### src/rtl/dvt_pkg.sv
package dvt_pkg;
  typedef enum logic [1:0] {
    SRC_HOLD  = 2'd0,
    SRC_NEXT  = 2'd1,
    SRC_FORCE = 2'd2,
    SRC_HIST  = 2'd3
  } srcSel_e;

  typedef struct packed {
    logic    capture;
    logic    rewind;
    logic    flush;
    srcSel_e varSrc;
  } dvtStrobe_t;
endpackage

### src/rtl/dvt_ctrl.sv
module dvt_ctrl
  import dvt_pkg::*;
#(
  parameter int CW = 7
) (
  input  logic          clk,
  input  logic          rstN,
  input  logic          clkEn,
  input  logic          forceReq,
  input  logic          rewindReq,
  input  logic [CW-1:0] rewindN,
  input  logic          flushReq,
  input  logic [CW-1:0] fillLevel,
  output dvtStrobe_t    strobe,
  output logic          rewindErr
);
  logic rewOk;

  assign rewOk = rewindReq && (rewindN != '0) && (rewindN <= fillLevel);

  always_comb begin
    strobe.capture = 1'b0;
    strobe.rewind  = 1'b0;
    strobe.flush   = 1'b0;
    strobe.varSrc  = SRC_HOLD;
    if (rewOk) begin
      strobe.rewind = 1'b1;
      strobe.varSrc = SRC_HIST;
    end else begin
      strobe.capture = clkEn;
      strobe.flush   = flushReq;
      if (forceReq)   strobe.varSrc = SRC_FORCE;
      else if (clkEn) strobe.varSrc = SRC_NEXT;
    end
  end

  always_ff @(posedge clk) begin
    if (!rstN) rewindErr <= 1'b0;
    else       rewindErr <= rewindReq && !rewOk;
  end
endmodule

### src/rtl/dvt_datapath.sv
module dvt_datapath
  import dvt_pkg::*;
#(
  parameter int          WIDTH     = 16,
  parameter int          DEPTH     = 64,
  parameter int          HWM_GAP   = 4,
  parameter logic [WIDTH-1:0] RESET_VAL = '0,
  localparam int         AW        = $clog2(DEPTH),
  localparam int         CW        = $clog2(DEPTH + 1)
) (
  input  logic             clk,
  input  logic             rstN,
  input  dvtStrobe_t       strobe,
  input  logic [WIDTH-1:0] varIn,
  input  logic [WIDTH-1:0] altSrc,
  input  logic             selAlt,
  input  logic [WIDTH-1:0] forceVal,
  input  logic [CW-1:0]    rewindN,
  input  logic [AW-1:0]    rdOffset,
  output logic [WIDTH-1:0] varQ,
  output logic [CW-1:0]    fillLevel,
  output logic [WIDTH-1:0] histOut,
  output logic             histValid,
  output logic             highWater
);
  localparam logic [CW-1:0] FULL  = CW'(DEPTH);
  localparam logic [CW-1:0] HWM   = CW'(DEPTH - HWM_GAP);

  logic [WIDTH-1:0] histMem [DEPTH];
  logic [AW-1:0]    wrPtr;
  logic [AW-1:0]    rdIdx;
  logic [AW-1:0]    rewIdx;
  logic [WIDTH-1:0] stepVal;
  logic [CW-1:0]    count;

  assign stepVal = selAlt ? altSrc : varIn;
  assign rdIdx   = wrPtr - AW'(1) - rdOffset;
  assign rewIdx  = wrPtr - rewindN[AW-1:0];

  assign histOut   = histMem[rdIdx];
  assign histValid = {1'b0, rdOffset} < count;
  assign fillLevel = count;
  assign highWater = count >= HWM;

  always_ff @(posedge clk) begin
    if (strobe.capture) histMem[wrPtr] <= varQ;
  end

  always_ff @(posedge clk) begin
    if (!rstN) begin
      varQ  <= RESET_VAL;
      wrPtr <= '0;
      count <= '0;
    end else begin
      unique case (strobe.varSrc)
        SRC_NEXT:  varQ <= stepVal;
        SRC_FORCE: varQ <= forceVal;
        SRC_HIST:  varQ <= histMem[rewIdx];
        default:   varQ <= varQ;
      endcase
      if (strobe.rewind) begin
        wrPtr <= rewIdx;
        count <= count - rewindN;
      end else if (strobe.capture) begin
        wrPtr <= wrPtr + AW'(1);
        if (strobe.flush)       count <= CW'(1);
        else if (count != FULL) count <= count + CW'(1);
      end else if (strobe.flush) begin
        count <= '0;
      end
    end
  end
endmodule

### src/rtl/dbg_var_unit.sv
module dbg_var_unit
  import dvt_pkg::*;
#(
  parameter int          WIDTH     = 16,
  parameter int          DEPTH     = 64,
  parameter int          HWM_GAP   = 4,
  parameter logic [WIDTH-1:0] RESET_VAL = '0,
  localparam int         AW        = $clog2(DEPTH),
  localparam int         CW        = $clog2(DEPTH + 1)
) (
  input  logic             clk,
  input  logic             rstN,
  input  logic             clkEn,
  input  logic [WIDTH-1:0] varIn,
  input  logic [WIDTH-1:0] altSrc,
  input  logic             selAlt,
  input  logic             forceReq,
  input  logic [WIDTH-1:0] forceVal,
  input  logic             rewindReq,
  input  logic [CW-1:0]    rewindN,
  input  logic             flushReq,
  input  logic [AW-1:0]    rdOffset,
  output logic [WIDTH-1:0] varOut,
  output logic [WIDTH-1:0] histOut,
  output logic             histValid,
  output logic [CW-1:0]    fillLevel,
  output logic             highWater,
  output logic             rewindErr
);
  dvtStrobe_t strobe;

  dvt_ctrl #(.CW(CW)) ctrlI (
    .clk(clk), .rstN(rstN), .clkEn(clkEn), .forceReq(forceReq),
    .rewindReq(rewindReq), .rewindN(rewindN), .flushReq(flushReq),
    .fillLevel(fillLevel), .strobe(strobe), .rewindErr(rewindErr)
  );

  dvt_datapath #(
    .WIDTH(WIDTH), .DEPTH(DEPTH), .HWM_GAP(HWM_GAP), .RESET_VAL(RESET_VAL)
  ) dpI (
    .clk(clk), .rstN(rstN), .strobe(strobe), .varIn(varIn),
    .altSrc(altSrc), .selAlt(selAlt), .forceVal(forceVal),
    .rewindN(rewindN), .rdOffset(rdOffset), .varQ(varOut),
    .fillLevel(fillLevel), .histOut(histOut), .histValid(histValid),
    .highWater(highWater)
  );
endmodule

### config.mk
export PLATFORM = sky130hd
export DESIGN_NAME = dbg_var_unit
export DESIGN_NICKNAME = d
export VERILOG_FILES = /design/src/rtl/dvt_pkg.sv /design/src/rtl/dvt_ctrl.sv /design/src/rtl/dvt_datapath.sv /design/src/rtl/dbg_var_unit.sv
export SDC_FILE = /design/constraint.sdc
export NUM_CORES = 1
export LEC_CHECK = 0
export BUFFER_PORTS_ARGS = -buffer_cell sky130_fd_sc_hd__clkbuf_2
export CAP_MARGIN = 10
export CORE_MARGIN = 3
export CORE_UTILIZATION = 46
export CTS_BUF_LIST = sky130_fd_sc_hd__clkbuf_8
export CTS_CLUSTER_DIAMETER = 100
export CTS_CLUSTER_SIZE = 14
export DETAILED_ROUTE_END_ITERATION = 10
export PLACE_DENSITY = 0.67
export SETUP_SLACK_MARGIN = 0.02
export SLEW_MARGIN = 10
export SYNTH_ARGS = -nofsm -noshare
export SYNTH_HDL_FRONTEND = slang
export SYNTH_SLANG_ARGS = --single-unit
### constraint.sdc
create_clock -name clk -period 4.19 [get_ports clk]
set_clock_uncertainty 0.1 [all_clocks]
set_input_delay 0.2095 -clock clk [delete_from_list [all_inputs] [get_ports clk]]
set_output_delay 0.2095 -clock clk [all_outputs]
set_load 0.005 [all_outputs]
==> results of run 1 <==
cell families after synthesis:
| family | Yosys count |
|---|---|
| DFF | 1054 |
| muxes | 700 |
| and+or+nand+nor | 293 |
| buffers and inverters | 217 |
| AOI/OAI and AO/OA | 128 |
| adders and majority gates | 28 |
| xor gates and xnor gates | 22 |
how the worst max path moves through the flow:
stage,start,to,depth (start not counted)
2_1_floorplan,dpI.wrPtr[0]$_SDFFE_PN0P_,dpI.varQ[0]$_SDFFE_PN0P_,13
3_3_place_gp,dpI.wrPtr[0]$_SDFFE_PN0P_,dpI.varQ[3]$_SDFFE_PN0P_,12
3_5_place_dp,dpI.wrPtr[0]$_SDFFE_PN0P_,dpI.varQ[3]$_SDFFE_PN0P_,12
4_1_cts,dpI.wrPtr[0]$_SDFFE_PN0P_,histOut[9],12
5_1_grt,dpI.wrPtr[0]$_SDFFE_PN0P_,histOut[2],14
6_report,dpI.wrPtr[0]$_SDFFE_PN0P_,histOut[5],12
flip-flops by register name (all words and copies together), names as in the netlist:
| register | cells |
|---|---|
| dpI.wrPtr | 6 |
| dpI.fillLevel | 7 |
| ctrlI.rewindErr | 1 |
| dpI.varQ | 16 |
| dpI.histMem | 1024 |
layout make-up:
cell class                 instances  area share, %
tap                             1403           3.15
sequential                      1054           56.3
clock buffer                      87           2.15
inverter                          34          0.229
timing repair buffer             341           5.63
multi-input combinational       1171           32.2
clock inverter                    39          0.352
antenna                            4         0.0179
stage by stage:
step / power, uW / setup TNS (ps) / setup WS (ps) / util, % / hold WS [ps]
floorplan: 15900 / 0 / 819 / - / 273
detailed placement: 18100 / -27.4 / -27.4 / 49.9 / 427
global placement: 18000 / -20.0 / -20.0 / 49.9 / 398
CTS: 23700 / -5130 / -350 / 51.8 / 5.43
finish: 23600 / -3980 / -280 / 52.0 / 86.5
global route: 24400 / -5220 / -377 / 51.9 / 85.3
where the power goes:
part	leakage, uW	switching, uW	internal [uW]
sequential	0.00963	204	11700
clock	0.000815	3370	1970
combinational	0.00764	3250	3170
total	0.0181	6820	16800
placed cells by master (no fill, tap or decap), types with 5 or more instances in the layout:
cell,netlist,final
buf_4,11,160
edfxtp_1,1024,1024
ha_1,25,23
dfxtp_2,0,11
dlygate4sd3_1,0,7
or2_2,5,5
nor3_1,10,10
inv_1,32,63
a32o_1,7,7
buf_16,0,14
clkbuf_8,0,87
a211oi_1,7,7
nand2b_1,12,12
mux2i_2,0,5
nand4_1,6,6
a21o_1,9,9
dfxtp_4,0,7
nand2_1,124,124
buf_12,0,37
mux4_2,624,624
nor2_1,82,18
a221oi_1,9,9
xor2_1,8,7
o21ai_0,47,44
a21oi_1,13,13
clkinvlp_4,0,5
nor2b_1,10,10
clkbuf_2,0,107
o32ai_1,7,7
buf_6,10,9
xnor2_1,12,8
o211a_1,5,5
mux2i_1,76,67
nand3_1,22,22
a22o_1,9,9
dfxtp_1,30,12
nor2_2,0,64
nand3b_1,10,10
layer usage:
layer	wire [um]	track usage (%)	vias up	part of all wire, %
met3	17800	6.66	304	12
li1	-	-	10967	-
met2	69900	41.0	1887	47
met1	54400	36.8	15003	37
met4	6570	10.9	10	4.4
met5	181	0	-	0.12
cell usage after synthesis, drive strengths merged (2+ instances only):
master,count,area (um^2)
a221oi,9,78.8
or3,3,18.8
a32o,7,70.1
mux2i,76,761
o21a,4,30.0
dfxtp,30,601
inv,32,120
a211oi,7,52.6
clkinv,2,7.51
a31oi,2,12.5
and2,2,12.5
clkbuf,93,349
buf,90,529
a21o,9,67.6
nor2b,10,62.6
xor2,8,70.1
a22o,9,78.8
nor3,10,50.1
edfxtp,1024,30700
nand2b,12,75.1
nand3b,10,75.1
a21oi,13,65.1
mux4,624,14100
nand4,6,37.5
xnor2,14,138
fa,3,60.1
nor2,82,308
ha,25,313
or4,2,15.0
o32ai,7,61.3
o21ai,47,235
nand2,124,465
or2,5,31.3
o2111ai,2,17.5
o211a,5,50.1
nand3,22,110
nor4b,2,32.5
critical path: cells and delay by family, from the launching register on:
kind / cells / cell delay [ps]
buf+inv: 6 / 780
mux: 4 / 1280
fa+ha+maj: 2 / 910
flops: 1 / 350
repair_timing:
action / in CTS / in global routing
hold buffers: 7 / 0
pin swaps: 1 / 1
resized for setup: 47 / 17
hold endpoints to repair: 13 / 0
setup endpoints to repair: 18 / 18
setup buffers: 19 / 6
gates cloned: 8 / 2
==> metrics.cfg, run 1 <==
[yosys]
ys_types = 52
synth_xor_area_share_pct = 0.416
synth_seq_area_share_pct = 62.8
synth_ff_type = edfxtp_1
synthCells = 2442
ys_ff_latch = 1054
synth_compound_area_share_pct = 1.76
yosysWarnings = 0
synth-edff-count = 1024
async_flop_share_pct = 0
synth_top_family_by_area = multiplexers
syn_area_um2 = 49900
syn_nets = 2538
synthMuxAreaShare_pct = 29.7
synth_fa_ha_area_share_pct = 0.747
avgSynthCellArea_um2 = 20.5
yosys.area_share.simple_pct = 2.64

[route]
drt-initial-drc-count = 3726
wirelength_um = 149000
vias = 28171
firstDrtPassIters = 6
post_drt_wl_per_cell_um = 36.0
ant_nets = 0
route.detailed.drc = 0
vias_per_cell = 6.82

[grt]
grt_pass1_vias = 28708
antenna_found_initial = 12
grt_start_max_net_pins = 98
grt_overflow_total = 0
grt_pass1_wl_um = 213000
track_usage_pct = 26.7

[setup_path]
ff2ff_setup_slack_ps = 120
slowest_delay_ps = 790
arrival_ps = 4160
crit_type = flop to primary output
critPathLaunchType = flop
worst_path_max_delay_cell = fa_4
rr_worst_depth = 11
worstReg2RegStart = dpI.wrPtr[0]$_SDFFE_PN0P_
crit_fanout = 12
reg2reg_to = dpI.varQ[15]$_SDFFE_PN0P_
cp.required_ps = 3880
endpoint_kind = primary output
critical_path.cell_chain = buf_6 -> ha_4 -> inv_2 -> fa_4 -> buf_12 -> buf_16 -> buf_12 -> mux4_2 -> mux4_2 -> mux2i_1 -> mux2i_1 -> clkbuf_2

[timing]
period_minus_slack_ps = 4470
fin_ws_ps = -280
drv_slew = 0
rsz0062_at_grt = true
fmaxAchievable_mhz = 224
final-hold-violation-count = 0
worst_pin_slew_ps = 1030
layout_worst_path_cycle_share_pct = 107
slew_headroom_pct = 31.6
setup_viol_count_final = 16

[floorplan]
chipWidth_um = 336
core_um2 = 107000
initial_utilization_pct = 46.5
die_y_um = 336
io_pins = 110
die_area_um2 = 113000
num_rows = 120

[final_layout]
multiInputGateArea_um2 = 18000
regArea_um2 = 31400
area_growth_pct = 11.7
fill_cells = 8245
stdcell_count = 4133
postLayoutCellArea_um2 = 55800
nets = 2783
drive_gt1_share_pct = 42.7

[clocking]
path_clk_slew_ps = 110
cts_buffer_depth = 3
clock_latency_ps = 770
cts_root_buf = clkbuf_8
cts_sinks = 1054
h-tree-depth = 3
cts_tree = yes
cts_buffers = 85

[placement]
gpl.final_weighted_congestion = 0.881
dp.cells = 3963
dpl-instance-area_um2 = 53500
numPortBuffers = 109
dp_hpwl_um = 91100

[min_path]
min_from = forceVal[2]
hold_end = dpI.varQ[2]$_SDFFE_PN0P_
holdPathStages = 6
hold_class = input pin to flop

[power]
p_leak_uw = 0.0181
powerDensity_nw_per_um2 = 424
vdd_ir_drop_max_v = 0.000194

[outcome]
status = complete, but fails checks
violations = negative setup slack

[job]
maxCapViolations = 0

Note: power is estimated with default switching activity, not from simulation.
==> run 2: changes to the inputs <==
--- a/config.mk
+++ b/config.mk
@@ -9,7 +9,6 @@
 export CAP_MARGIN = 10
 export CORE_MARGIN = 3
 export CORE_UTILIZATION = 46
-export CTS_BUF_LIST = sky130_fd_sc_hd__clkbuf_8
 export CTS_CLUSTER_DIAMETER = 100
 export CTS_CLUSTER_SIZE = 14
 export DETAILED_ROUTE_END_ITERATION = 10
==> metrics.cfg, run 2 (same netlist as run 1, synthesis figures left out) <==
[outcome]
status = complete, but fails checks  ; unchanged
violations = negative setup slack  ; unchanged

[placement]
dp_hpwl_um = 91100  ; unchanged
dpl-instance-area_um2 = 53500  ; unchanged
dp.cells = 3963  ; unchanged
numPortBuffers = 109  ; unchanged
place_ws_ps = -27.4  ; unchanged
gpl.final_weighted_congestion = 0.881  ; unchanged

[clocking]
cts_buffers = 85  ; unchanged
cts_tree = yes  ; unchanged
h-tree-depth = 3  ; unchanged
cts_sinks = 1054  ; unchanged
path_clk_slew_ps = 80  ; was 110 ps
cts_buffer_depth = 3  ; unchanged
cts_root_buf = clkbuf_16  ; was clkbuf_8
clock_latency_ps = 670  ; was 770 ps

[power]
powerDensity_nw_per_um2 = 456  ; was 424 nW/um^2
p_leak_uw = 0.0185  ; was 0.0181 uW
total_power_uw = 25900  ; was 23600 uW
vdd_ir_drop_max_v = 0.000291  ; was 0.000194 V

[route]
vias_per_cell = 6.86  ; was 6.82
drt-initial-drc-count = 3857  ; was 3726
wirelength_um = 150000  ; was 149000 um
ant_nets = 0  ; unchanged
post_drt_wl_per_cell_um = 36.3  ; was 36.0 um
firstDrtPassIters = 6  ; unchanged
route.detailed.drc = 0  ; unchanged
vias = 28379  ; was 28171

[timing]
final-hold-violation-count = 0  ; unchanged
fin_ws_ps = -170  ; was -280 ps
slew_headroom_pct = 25.7  ; was 31.6%
rsz0062_at_grt = true  ; unchanged
worst_pin_slew_ps = 1110  ; was 1030 ps
setup_viol_count_final = 16  ; unchanged
layout_worst_path_cycle_share_pct = 104  ; was 107%
setup-tns-final_ps = -1990  ; was -3980 ps
period_minus_slack_ps = 4360  ; was 4470 ps
fmaxAchievable_mhz = 229  ; was 224 MHz
drv_slew = 0  ; unchanged

[floorplan]
io_pins = 110  ; unchanged
initial_utilization_pct = 46.5  ; unchanged
core_um2 = 107000  ; unchanged
chipWidth_um = 336  ; unchanged
die_y_um = 336  ; unchanged
die_area_um2 = 113000  ; unchanged
num_rows = 120  ; unchanged

[setup_path]
crit_type = flop to primary output  ; unchanged
rr_worst_depth = 11  ; unchanged
cp.required_ps = 3880  ; about the same
critPathLaunchType = flop  ; unchanged
endpoint_kind = primary output  ; unchanged
reg2reg_to = dpI.varQ[15]$_SDFFE_PN0P_  ; unchanged
ff2ff_setup_slack_ps = 80  ; was 120 ps
arrival_ps = 4050  ; was 4160 ps
crit_fanout = 6  ; was 12
worstReg2RegStart = dpI.wrPtr[0]$_SDFFE_PN0P_  ; unchanged

[grt]
grt_start_max_net_pins = 98  ; unchanged
use_met1_pct = 36.4  ; was 36.8%
grt_pass1_wl_um = 213000  ; about the same
grtUsageMet3_pct = 7.11  ; was 6.66%
grt_overflow_total = 0  ; unchanged
grt_pass1_vias = 28771  ; was 28708
antenna_found_initial = 14  ; was 12
gr-max-usage-layer = met2  ; unchanged
track_usage_pct = 26.7  ; about the same
met2_usage_pct = 41.4  ; was 41.0%

[min_path]
min_from = rewindN[1]  ; was forceVal[2]
hold_end = dpI.fillLevel[1]$_SDFFE_PN0P_  ; was dpI.varQ[2]$_SDFFE_PN0P_
hold_class = input pin to flop  ; unchanged
holdPathStages = 4  ; was 6

[final_layout]
stdcell_count = 4136  ; was 4133
nets = 2784  ; was 2783
mostFrequentLayoutCells = edfxtp_1, mux4_2, buf_4, nand2_1, clkbuf_2  ; unchanged
largest-register = dpI.histMem  ; unchanged
area_growth_pct = 13.8  ; was 11.7%
final_common_cell = edfxtp_1  ; unchanged
postLayoutCellArea_um2 = 56800  ; was 55800 um^2
drive_gt1_share_pct = 42.9  ; was 42.7%
largest_reg_flops = 1024  ; unchanged

[job]
maxCapViolations = 0  ; unchanged

-- run 2: cell types whose count changed in the layout (fill, tap and decap cells not counted), moves of 2 or more --
cell and delta:
clkbuf_8 -87, clkbuf_16 +94, clkbuf_1 +32, inv_1 -32
buf_16 -2, inv_6 +5, clkinvlp_4 -5, diode_2 +2
dlygate4sd3_1 -4, buf_8 +2
-- run 2: layer usage --
metal / wire length (um) / up-vias
li1: - / 11006
met1: 54900 / 15122
met2: 70900 / 1930
met3: 18000 / 311
met4: 6220 / 10
met5: 188 / -
-- run 2: final cells by class --
cell class | instances | area (um^2)
Fill cell | 8152 | 50500
Sequential cell | 1054 | 31400
Multi-Input combinational cell | 1171 | 18000
Timing Repair Buffer | 342 | 3220
Clock buffer | 119 | 2300
Tap cell | 1403 | 1760
Inverter | 34 | 128
Clock inverter | 7 | 82.6
Antenna cell | 6 | 15.0
-- run 2: how the worst max path moves through the flow --
stage | startpoint | to | slack [ps] | cells past startpoint
finish | dpI.wrPtr[0]$_SDFFE_PN0P_ | histOut[4] | -170 | 13
floorplan | dpI.wrPtr[0]$_SDFFE_PN0P_ | dpI.varQ[0]$_SDFFE_PN0P_ | 820 | 13
CTS | dpI.wrPtr[0]$_SDFFE_PN0P_ | histOut[9] | -210 | 12
detailed placement | dpI.wrPtr[0]$_SDFFE_PN0P_ | dpI.varQ[3]$_SDFFE_PN0P_ | -30 | 12
global route | dpI.wrPtr[0]$_SDFFE_PN0P_ | histOut[2] | -220 | 14
global placement | dpI.wrPtr[0]$_SDFFE_PN0P_ | dpI.varQ[3]$_SDFFE_PN0P_ | -20 | 12
-- run 2: worst max-delay path, stage by stage (launching register included) --
cell      delay, ps
dfxtp_2         340
buf_6           110
ha_4            120
inv_2            30
fa_4            800
buf_12          130
buf_16          170
buf_16          140
buf_4           150
mux4_2          290
mux4_2          580
mux2i_2         210
mux2i_2         150
clkbuf_2        150
-- run 2: where the power goes --
group          leakage [uW]  total, uW  switching [uW]  internal (uW)
combinational       0.00768       6520            3310           3210
sequential          0.00963      11900             206          11700
clock               0.00115       7480            3630           3860
-- run 2: stage by stage --
step	utilization, %	hold slack [ps]
floorplan	-	273
global placement	49.9	398
detailed placement	49.9	427
CTS	52.6	18.0
global route	52.9	66.6
finish	52.9	45.2
-- run 2: what timing repair did --
action,CTS,global route
endpoints found under the setup margin,18,18
hold buffers,3,0
gates cloned,8,9
endpoints found under the hold margin,8,0
gates resized for setup,45,19
pin swaps,1,1
setup buffers,19,6
